$ cat src/rtl/vl_pkg.sv
package vl_pkg;

    typedef enum logic [0:0] {
        ST_IDLE = 1'b0,
        ST_DONE = 1'b1
    } vl_state_e;

    typedef logic [1:0] ew_code_t;

    localparam int unsigned EW_CODES = 4;

    // Bytes per element for a given width code.
    function automatic int unsigned ew_bytes(input int unsigned code,
                                             input int unsigned xlen,
                                             input int unsigned tbl2,
                                             input int unsigned tbl3);
        int unsigned b;
        case (code)
            0:       b = xlen / 8;
            1:       b = xlen / 4;
            2:       b = tbl2;
            default: b = tbl3;
        endcase
        return b;
    endfunction

    // Packing multiplier, never below one.
    function automatic int unsigned ew_mult(input int unsigned code,
                                            input int unsigned xlen,
                                            input int unsigned tbl2,
                                            input int unsigned tbl3);
        int unsigned q;
        q = (xlen / 8) / ew_bytes(code, xlen, tbl2, tbl3);
        if (q == 0) q = 1;
        return q;
    endfunction

endpackage

$ cat src/rtl/vl_pack_factor.sv
module vl_pack_factor
    import vl_pkg::*;
#(
    parameter int unsigned XLEN       = 64,
    parameter int unsigned TBL2_BYTES = 8,
    parameter int unsigned TBL3_BYTES = 16,
    parameter int unsigned MULT_W     = 4
) (
    input  ew_code_t            code_i,
    output logic [MULT_W-1:0]   mult_o
);

    logic [MULT_W-1:0] mult_tbl [EW_CODES];

    // One constant entry per width code; the code only selects.
    for (genvar gc = 0; gc < EW_CODES; gc++) begin : g_tbl
        localparam int unsigned M = ew_mult(gc, XLEN, TBL2_BYTES, TBL3_BYTES);
        assign mult_tbl[gc] = MULT_W'(M);
    end

    always_comb begin
        mult_o = mult_tbl[code_i];
    end

endmodule

$ cat src/rtl/vl_scale_clamp.sv
module vl_scale_clamp #(
    parameter int unsigned CFG_W     = 8,
    parameter int unsigned LEN_W     = 16,
    parameter int unsigned MULT_W    = 4,
    parameter int unsigned MAX_DEPTH = 64
) (
    input  logic [CFG_W-1:0]  cfg_len_i,
    input  logic [MULT_W-1:0] mult_i,
    input  logic [LEN_W-1:0]  req_len_i,
    output logic [LEN_W-1:0]  len_o
);

    localparam int unsigned SCL_W = CFG_W + MULT_W;
    localparam int unsigned CMP_W = (SCL_W > LEN_W) ? SCL_W + 1 : LEN_W + 1;

    logic [SCL_W-1:0] scaled;
    logic [CMP_W-1:0] scaled_w;
    logic [CMP_W-1:0] depth_lim;
    logic [CMP_W-1:0] req_w;
    logic [CMP_W-1:0] final_w;

    always_comb begin
        scaled    = SCL_W'(cfg_len_i) * SCL_W'(mult_i);
        scaled_w  = CMP_W'(scaled);
        req_w     = CMP_W'(req_len_i);
        // first level: fixed depth ceiling
        depth_lim = (scaled_w > CMP_W'(MAX_DEPTH)) ? CMP_W'(MAX_DEPTH) : scaled_w;
        // second level: caller's request
        final_w   = (depth_lim > req_w) ? req_w : depth_lim;
        len_o     = final_w[LEN_W-1:0];
    end

endmodule

$ cat src/rtl/vl_seq_ctrl.sv
module vl_seq_ctrl
    import vl_pkg::*;
#(
    parameter int unsigned LEN_W = 16
) (
    input  logic             clk,
    input  logic             rst_n,
    input  logic             start_i,
    input  logic [LEN_W-1:0] len_i,
    output logic [LEN_W-1:0] vl_o,
    output logic             done_o
);

    vl_state_e state_q, state_d;
    logic [LEN_W-1:0] vl_q;

    // state register
    always_ff @(posedge clk or negedge rst_n) begin
        if (!rst_n) state_q <= ST_IDLE;
        else        state_q <= state_d;
    end

    // transitions: launch, rearm, settle, wait
    always_comb begin
        state_d = state_q;
        unique case (state_q)
            ST_IDLE: state_d = start_i ? ST_DONE : ST_IDLE;
            ST_DONE: state_d = start_i ? ST_DONE : ST_IDLE;
            default: state_d = ST_IDLE;
        endcase
    end

    // outputs
    always_ff @(posedge clk or negedge rst_n) begin
        if (!rst_n)       vl_q <= '0;
        else if (start_i) vl_q <= len_i;
    end

    always_comb begin
        vl_o   = vl_q;
        done_o = (state_q == ST_DONE);
    end

endmodule

$ cat src/rtl/vl_unit.sv
module vl_unit
    import vl_pkg::*;
#(
    parameter int unsigned XLEN       = 64,
    parameter int unsigned TBL2_BYTES = 8,
    parameter int unsigned TBL3_BYTES = 16,
    parameter int unsigned CFG_W      = 8,
    parameter int unsigned LEN_W      = 16,
    parameter int unsigned MAX_DEPTH  = 64
) (
    input  logic             clk,
    input  logic             rst_n,
    input  logic             start_i,
    input  logic [1:0]       width_code_i,
    input  logic [CFG_W-1:0] cfg_len_i,
    input  logic [LEN_W-1:0] req_len_i,
    output logic [LEN_W-1:0] vl_o,
    output logic             done_o
);

    localparam int unsigned MULT_W = $clog2(XLEN / 8 + 1);

    logic [MULT_W-1:0] mult;
    logic [LEN_W-1:0]  len_comb;

    vl_pack_factor #(
        .XLEN(XLEN), .TBL2_BYTES(TBL2_BYTES), .TBL3_BYTES(TBL3_BYTES), .MULT_W(MULT_W)
    ) u_pack (
        .code_i (width_code_i),
        .mult_o (mult)
    );

    vl_scale_clamp #(
        .CFG_W(CFG_W), .LEN_W(LEN_W), .MULT_W(MULT_W), .MAX_DEPTH(MAX_DEPTH)
    ) u_clamp (
        .cfg_len_i (cfg_len_i),
        .mult_i    (mult),
        .req_len_i (req_len_i),
        .len_o     (len_comb)
    );

    vl_seq_ctrl #(.LEN_W(LEN_W)) u_ctrl (
        .clk     (clk),
        .rst_n   (rst_n),
        .start_i (start_i),
        .len_i   (len_comb),
        .vl_o    (vl_o),
        .done_o  (done_o)
    );

endmodule

$ cat config.mk
export PLATFORM = sky130hd
export DESIGN_NAME = vl_unit
export DESIGN_NICKNAME = d
export VERILOG_FILES = /design/src/rtl/vl_pkg.sv /design/src/rtl/vl_pack_factor.sv /design/src/rtl/vl_scale_clamp.sv /design/src/rtl/vl_seq_ctrl.sv /design/src/rtl/vl_unit.sv
export SDC_FILE = /design/constraint.sdc
export NUM_CORES = 1
export LEC_CHECK = 0
export ABC_AREA = 0
export BUFFER_PORTS_ARGS = -buffer_cell sky130_fd_sc_hd__buf_2
export CAP_MARGIN = 5
export CORE_MARGIN = 5
export CORE_UTILIZATION = 30
export DETAILED_ROUTE_END_ITERATION = 8
export PLACE_DENSITY = 0.68
export SYNTH_ARGS = -nofsm -noshare
export SYNTH_HDL_FRONTEND = slang
export SYNTH_SLANG_ARGS = --single-unit
$ cat constraint.sdc
create_clock -name clk -period 0.9 [get_ports clk]
set_input_delay 0.27 -clock clk [delete_from_list [all_inputs] [get_ports clk]]
set_output_delay 0.27 -clock clk [all_outputs]
set_load 0.005 [all_outputs]
== After elaboration in Yosys (flattened, before gate mapping) ==
Index checks and enable logic that the tools add are counted.
Word-level totals
  register bits: 17
  bits of input ports: 29
  output and inout bits: 17
  logic and storage cells: 13
Operators by class
  $mul: 1
  $lt $le $gt $ge: 3
  multiplexer cells: 6
  bitwise gates (word level): 1
Operators with widths (count)
  > comparator 17 x 16 -> 1 bit: 1
  2-to-1 mux 16 bit: 1
  > comparator 12 x 7 -> 1 bit, second input constant: 1
  multiplier 8 x 4 -> 12 bit: 1
  2-to-1 mux 12 bit: 1
  binary-select mux 4 bit (select 2 bit): 1
  2-to-1 mux 4 bit: 2
  greater-or-equal comparator 3 bit, second input constant: 1
  inverter 2 -> 3 bit: 1
  2-to-1 mux 1 bit: 1

== Longest topological paths before layout ==
Gate-level depths: netlist of the first run.
  depth in word-level cells: 9
  gate-level depth with buffers: 8
  depth with buffers taken out: 8

== By module ==
Synthesis of the first run repeated with hierarchy kept, for this count alone.
Unflattened totals
  cell total of the unflattened synthesis: 240
  area total of the unflattened synthesis: 2244.7 um2
Modules (own cells, without submodules)
  vl_scale_clamp: times used 1, cells each 199, area each 1532.7 um2, sequential area each 0.0 um2
  vl_seq_ctrl: times used 1, cells each 35, area each 674.4 um2, sequential area each 425.4 um2
  vl_pack_factor: times used 1, cells each 6, area each 37.5 um2, sequential area each 0.0 um2

== Worst setup path before layout of the first run ==
Ideal clock, no wire load.
  path type: input to register
  from: input cfg_len_i[7]
  to: register u_ctrl.vl_q[6], in the netlist u_ctrl.vl_o[6]
  library setup time: 0.125 ns
  data arrival time: 2.004 ns
  required time: 0.775 ns
  slack: -1.229 ns
  stages on the path: 8
  buffers on the path: 0
  path through: nor2_1 inv_1 ha_1 nand4b_1 a211oi_1 o211ai_4 mux2i_1 mux2_4
On the way
  word-level cells in the longest chain between the ends: 5
Ends and longest elaborated chain
  from (decl): RTL line vl_unit.sv:15  | input logic [CFG_W-1:0] cfg_len_i,
  multiplier 8 x 4 -> 12 bit (*): RTL line vl_scale_clamp.sv:23  | scaled = SCL_W'(cfg_len_i) * SCL_W'(mult_i);
  > comparator 12 x 7 -> 1 bit: RTL line vl_scale_clamp.sv:27  | depth_lim = (scaled_w > CMP_W'(MAX_DEPTH)) ? CMP_W'(MAX_DEPTH) : scaled_w;
  2-to-1 mux 12 bit (*): RTL line vl_scale_clamp.sv:27
  > comparator 17 x 16 -> 1 bit: RTL line vl_scale_clamp.sv:29  | final_w = (depth_lim > req_w) ? req_w : depth_lim;
  2-to-1 mux 16 bit (*): RTL line vl_scale_clamp.sv:29
  to (signal assigned): RTL line vl_seq_ctrl.sv:36  | else if (start_i) vl_q <= len_i;
  to (decl): RTL line vl_seq_ctrl.sv:15  | logic [LEN_W-1:0] vl_q;
Every way passes the cells marked *; elsewhere a longest branch is shown, timed or not.
A chain may end at the register's enable or synchronous reset.

== Final worst setup path of the first run ==
  from: input cfg_len_i[7]
  to: register u_ctrl.vl_q[4], in the netlist u_ctrl.vl_o[4]
Same word-level chain as after synthesis.

==> results_dict.tcl, run 1 <==
set metrics [dict create \
    h-tree-depth 1 \
    diodes 0 \
    worstSetupEndpointType "register" \
    cts_sinks 17 \
    die_area_um2 4350 \
    grt_pass1_wl_um 3940 \
    leakage_uw 0.000859 \
    drt-initial-drc-count 29 \
    finalMaxSlewViolations 0 \
    critPathMaxStageDelay_ns 0.25 \
    nFillCells 281 \
    core_um2 3030 \
    violations "negative setup slack" \
    clock_latency_ns 0.28 \
    clk_pin_slew_worst_paths_ns 0.09 \
    drv_cap 0 \
    arrival_ns 1.96 \
    layout_common_cells "buf_2, buf_4, dfrtp_1" \
    worstSetupStartpointType "input port" \
    fmax_mhz 558 \
    die_w_um 65.9 \
    ant_nets 0 \
    routabilityCongestion 0.698 \
    holdPathEnd "u_ctrl.vl_o[7]$_DFFE_PN0P_" \
    fin_util_pct 51.8 \
    synth.top_cells.by_area "dfrtp_1, ha_1, mux2i_1" \
    yosysUniqueCellTypes 24 \
    period_minus_slack_ns 1.79 \
    fin_nets 204 \
    finClkSkew_ns 0 \
    yosys.area.top_type_share_pct 45.3 \
    post-place-cells 191 \
    worstSetupPathType "input port to register" \
    pin_count 46 \
    regArea_um2 425 \
    overflow 0 \
    crit_fanout 5 \
    antenna_found_initial 0 \
    syn-cell-area_um2 938 \
    yosys_warnings 0 \
    reg2regPathDepth 4 \
    synth_top_cell_by_area "dfrtp_1" \
    hold_path_class "input port to register" \
    synthesis.nets 126 \
    first_global_vias 931 \
    cts_tree "built" \
    grt_max_degree 18 \
    wire_per_inst_um 11.4 \
    setup_slack_ns -0.893 \
    place_hpwl_um 1960 \
    timing.rr.start "u_ctrl.vl_o[3]$_DFFE_PN0P_" \
    placementRows 20 \
    die_h_um 65.9 \
    fin_crit_sh_pct 199 \
    route.detailed.drc 0 \
    hp-start "req_len_i[7]" \
    first_pass_iters 4 \
    synthToLayoutAreaGrowth_pct 67.1 \
    wl_um 2400 \
    cp_data_required_time_ns 1.07 \
    dpl_cell_area_um2 1400 \
    synth_area_per_cell_um2 10.5 \
    finalSetupViolations 25 \
    path_cells "buf_8 > nor2_4 > and2_4 > ha_1 > nand4b_1 > buf_4 > o32ai_2 > o211ai_4 > buf_12 > mux2i_1 > a21oi_1" \
    min_delay_path_depth 3 \
    ir_worst_vdd_mv 0.455 \
    stdcell_area_um2 1570 \
    finalNonFillerCells 210 \
    crit_slowest_cell "o211ai_4" \
    r2r_end "u_ctrl.vl_o[3]$_DFFE_PN0P_" \
    clockBufferDepth 2 \
    netlist_instances 89 \
    vias 898 \
    clockRootBuffer "clkbuf_4" \
    ys_ff_latch 17 \
    drive_gt1_share_pct 55.4 \
    viasPerCell 4.28 \
    rsz0062_at_grt "yes" \
    run_status "complete, but fails checks" \
    hold_viol_final 0 \
    io_buffers 43 \
    r2r_slack_ns 0 \
    track_usage_pct 11.5 \
    start_util_pct 31.0 \
    synth-seq-area-share_pct 45.3 \
    tns_ns -9.43 \
    power_density_nw_per_um2 1010 \
    cts_buffers 3 \
    multi_input_area_um2 532 \
    final_common_cell "buf_2" \
    total_power_uw 1590 \
]
where the power goes:
part	leakage [uW]	total (uW)	internal (uW)	switching [uW]
Clock	0.0000150	384	172	212
Combinational	0.000622	400	222	177
Sequential	0.000222	806	791	14.9
critical path: cells and delay by family:
| family | cells | cell delay, ns |
|---|---|---|
| muxes | 1 | 0.20 |
| adders and majority gates | 1 | 0.21 |
| AOI/OAI and AO/OA | 3 | 0.42 |
| and+or+nand+nor | 3 | 0.47 |
| buffers and inverters | 3 | 0.39 |
registers in the layout (all words and copies together), names as in the netlist:
| signal | flops |
|---|---|
| u_ctrl.vl_o | 16 |
| u_ctrl.done_o | 1 |
metal layers:
metal | vias to the layer above | part of all wire, % | GRT usage (%)
li1 | 461 | - | -
met1 | 406 | 40 | 13.0
met2 | 29 | 53 | 21.4
met3 | 2 | 6.5 | 1.53
met4 | 0 | 0.33 | 4.57
met5 | - | 0 | 0
cell families after synthesis:
| logic type | count (synthesis) | share of synthesized area (%) |
|---|---|---|
| fa+ha+maj | 8 | 10.7 |
| flops | 17 | 45.3 |
| compound gates | 13 | 10.1 |
| other cells | 1 | 0.400 |
| simple gates | 31 | 20.7 |
| mux | 7 | 8.00 |
| buf+inv | 12 | 4.80 |
synth_stat cells:
cell,instances
a211oi_1,2
a21oi_1,7
and2_1,5
clkbuf_1,2
conb_1,1
dfrtp_1,17
ha_1,8
inv_1,10
mux2_4,1
mux2i_1,6
nand2_1,4
nand3_1,1
nand3b_1,1
nand4_1,1
nand4b_1,1
nor2_1,7
nor2b_1,8
nor4_4,1
o211ai_4,1
o221ai_1,1
o22ai_1,1
o32ai_1,1
or3_4,1
or4_4,1
worst max path at each step:
stage	cells after the start	slack, ns	start	to
final	11	-0.89	cfg_len_i[7]	u_ctrl.vl_o[4]$_DFFE_PN0P_
after detailed placement	10	-1.28	cfg_len_i[6]	u_ctrl.vl_o[6]$_DFFE_PN0P_
after global placement	10	-1.21	cfg_len_i[6]	u_ctrl.vl_o[6]$_DFFE_PN0P_
after CTS	10	-0.91	cfg_len_i[7]	u_ctrl.vl_o[6]$_DFFE_PN0P_
after global routing	11	-0.95	cfg_len_i[7]	u_ctrl.vl_o[2]$_DFFE_PN0P_
after floorplan	8	-1.0	cfg_len_i[6]	u_ctrl.vl_o[6]$_DFFE_PN0P_
repair_timing:
action | CTS | global route
pin swaps | 5 | 3
resized for setup | 8 | 1
hold buffers | 1 | 0
endpoints found under the hold margin | 17 | 0
cloned | 1 | 0
setup endpoints to repair | 25 | 25
buffers inserted | 6 | 7
per-stage QoR:
step,hold WS (ns),worst slack [ns]
2_1_floorplan,-0.0256,-0.996
3_3_place_gp,0.191,-1.21
3_5_place_dp,0.197,-1.28
4_1_cts,0.247,-0.915
5_1_grt,0.255,-0.955
6_report,0.252,-0.893
final cells by class:
cell class / instances / share of cell area (%)
Inverter: 10 / 2.39
Multi-Input combinational cell: 61 / 33.9
Sequential cell: 17 / 27.1
Clock buffer: 4 / 1.68
Tap cell: 44 / 3.51
Timing Repair Buffer: 74 / 31.4
No activity file was read; power rests on OpenSTA's default activity.
==> run 2, diff against run 1 <==
- PLACE_DENSITY: 0.68 -> 0.58
==> results_dict.tcl, run 2 (synthesized netlist as in run 1, its figures left out) <==
set metrics [dict create \
    period_minus_slack_ns 1.75 \
    die_area_um2 4350 \
    fmax_mhz 571 \
    leakage_uw 0.000847 \
    fin_nets 201 \
    hold_path_class "input port to register" \
    routabilityCongestion 0.817 \
    multi_input_area_um2 538 \
    clock_latency_ns 0.28 \
    cts_tree "built" \
    start_util_pct 31.0 \
    cts_buffers 3 \
    cpLargestDelayFamily "simple AND/OR/NAND/NOR gates" \
    critical_path.most_common_cell "buf_6" \
    dpl_cell_area_um2 1380 \
    wl_um 2290 \
    setup_slack_ns -0.853 \
    violations "negative setup slack" \
    worstSetupPathType "input port to register" \
    core_um2 3030 \
    arrival_ns 1.93 \
    wire_per_inst_um 11.1 \
    pin_count 46 \
    ir_worst_vdd_mv 0.392 \
    regArea_um2 425 \
    final_common_cell "buf_2" \
    switchingPower_uw 420 \
    run_status "complete, but fails checks" \
    viasPerCell 4.24 \
    worstSetupEndpointType "register" \
    crit_slowest_cell "or3_4" \
    drv_cap 0 \
    hold_ws_ns 0.273 \
    track_usage_pct 11.2 \
    placementRows 20 \
    cts_sinks 17 \
    crit_fanout 7 \
    diodes 0 \
    finalNonFillerCells 207 \
    drt-initial-drc-count 15 \
    place_hpwl_um 1890 \
    clockBufferDepth 2 \
    finClkSkew_ns 0 \
    clockRootBuffer "clkbuf_4" \
    first_global_vias 952 \
    die_h_um 65.9 \
    critPathMaxStageDelay_ns 0.43 \
    clkPwrFrac_pct 25.0 \
    antenna_found_initial 0 \
    stdcell_area_um2 1550 \
    largest_reg_flops 16 \
    power_density_nw_per_um2 1030 \
    seqPwrFrac_pct 50.5 \
    fin_crit_sh_pct 195 \
    pwr-share-comb_pct 24.5 \
    io_buffers 43 \
    switching_share_pct 26.3 \
    overflow 0 \
    clk_pin_slew_worst_paths_ns 0.10 \
    drive_gt1_share_pct 56.4 \
    rsz0062_at_grt "yes" \
    hold_viol_final 0 \
    path_cells "buf_6 > nor2_4 > inv_2 > ha_4 > nand4b_1 > or3_4 > o211ai_4 > buf_6 > mux2i_1 > a21oi_1" \
    finalMaxSlewViolations 0 \
    grt_max_degree 18 \
    synthToLayoutAreaGrowth_pct 65.3 \
    layout_common_cells "buf_2, buf_4, dfrtp_1" \
    cp_num_buf_inv 3 \
    die_w_um 65.9 \
    first_pass_iters 2 \
    grt_pass1_wl_um 3950 \
    route.detailed.drc 0 \
    worstSetupStartpointType "input port" \
    power.internal_uw 1170 \
    h-tree-depth 1 \
    finalSetupViolations 25 \
    post-place-cells 190 \
    nFillCells 281 \
    ant_nets 0 \
    vias 877 \
    cp_data_required_time_ns 1.08 \
]
## run 2: worst register-to-register path: stages, from the launching register on
cell and delay, ns:
dfrtp_1 0.39, buf_4 0.13, mux2_4 0.26
## run 2: area by class of cell
cell class / count / area share, %
clock buffer: 3 / 1.45
sequential: 17 / 27.4
tap: 44 / 3.55
timing repair buffer: 72 / 30.2
clock inverter: 1 / 0.323
inverter: 10 / 2.42
multi-input combinational: 60 / 34.7
## run 2: worst paths after layout
kind	from	endpoint	slack, ns	cells past startpoint
max	cfg_len_i[6]	u_ctrl.vl_o[1]$_DFFE_PN0P_	-0.85	10
min	cfg_len_i[0]	u_ctrl.vl_o[0]$_DFFE_PN0P_	0.27	3
max reg2reg	u_ctrl.vl_o[6]$_DFFE_PN0P_	u_ctrl.vl_o[6]$_DFFE_PN0P_	0.02	2
min reg2reg	u_ctrl.vl_o[15]$_DFFE_PN0P_	u_ctrl.vl_o[15]$_DFFE_PN0P_	0.50	1
max in group asynchronous	rst_n	u_ctrl.vl_o[13]$_DFFE_PN0P_	0.22	2
min in group asynchronous	rst_n	u_ctrl.vl_o[8]$_DFFE_PN0P_	0.42	2
## run 2: timing repair
item	in CTS	in global routing
pin swaps	8	4
setup buffers	9	3
resized for setup	9	1
hold buffers	1	0
endpoints found under the hold margin	17	0
endpoints found under the setup margin	25	25
## run 2: power groups by stage
stage	clock [uW]	sequential, uW	combinational [uW]
floorplan	0	823	137
global placement	0	821	319
detailed placement	0	820	330
finish	399	804	391
CTS	413	805	384
global route	443	809	439
## run 2: metal layers
metal | up-vias | track usage (%) | part of all wire (%)
met3 | 0 | 2.04 | 7.9
met1 | 397 | 14.0 | 44
met4 | 0 | 3.05 | 0
li1 | 450 | - | -
met2 | 30 | 19.6 | 48
met5 | - | 0 | 0
## run 2: per-stage QoR
step | util [%] | setup TNS, ns | power (uW) | setup WS (ns)
2_1_floorplan | - | -7.11 | 961 | -0.996
3_3_place_gp | 45.4 | -9.23 | 1140 | -1.20
3_5_place_dp | 45.4 | -9.54 | 1150 | -1.24
4_1_cts | 50.3 | -9.75 | 1600 | -0.869
5_1_grt | 51.2 | -10.63 | 1690 | -0.929
6_report | 51.2 | -9.27 | 1590 | -0.853
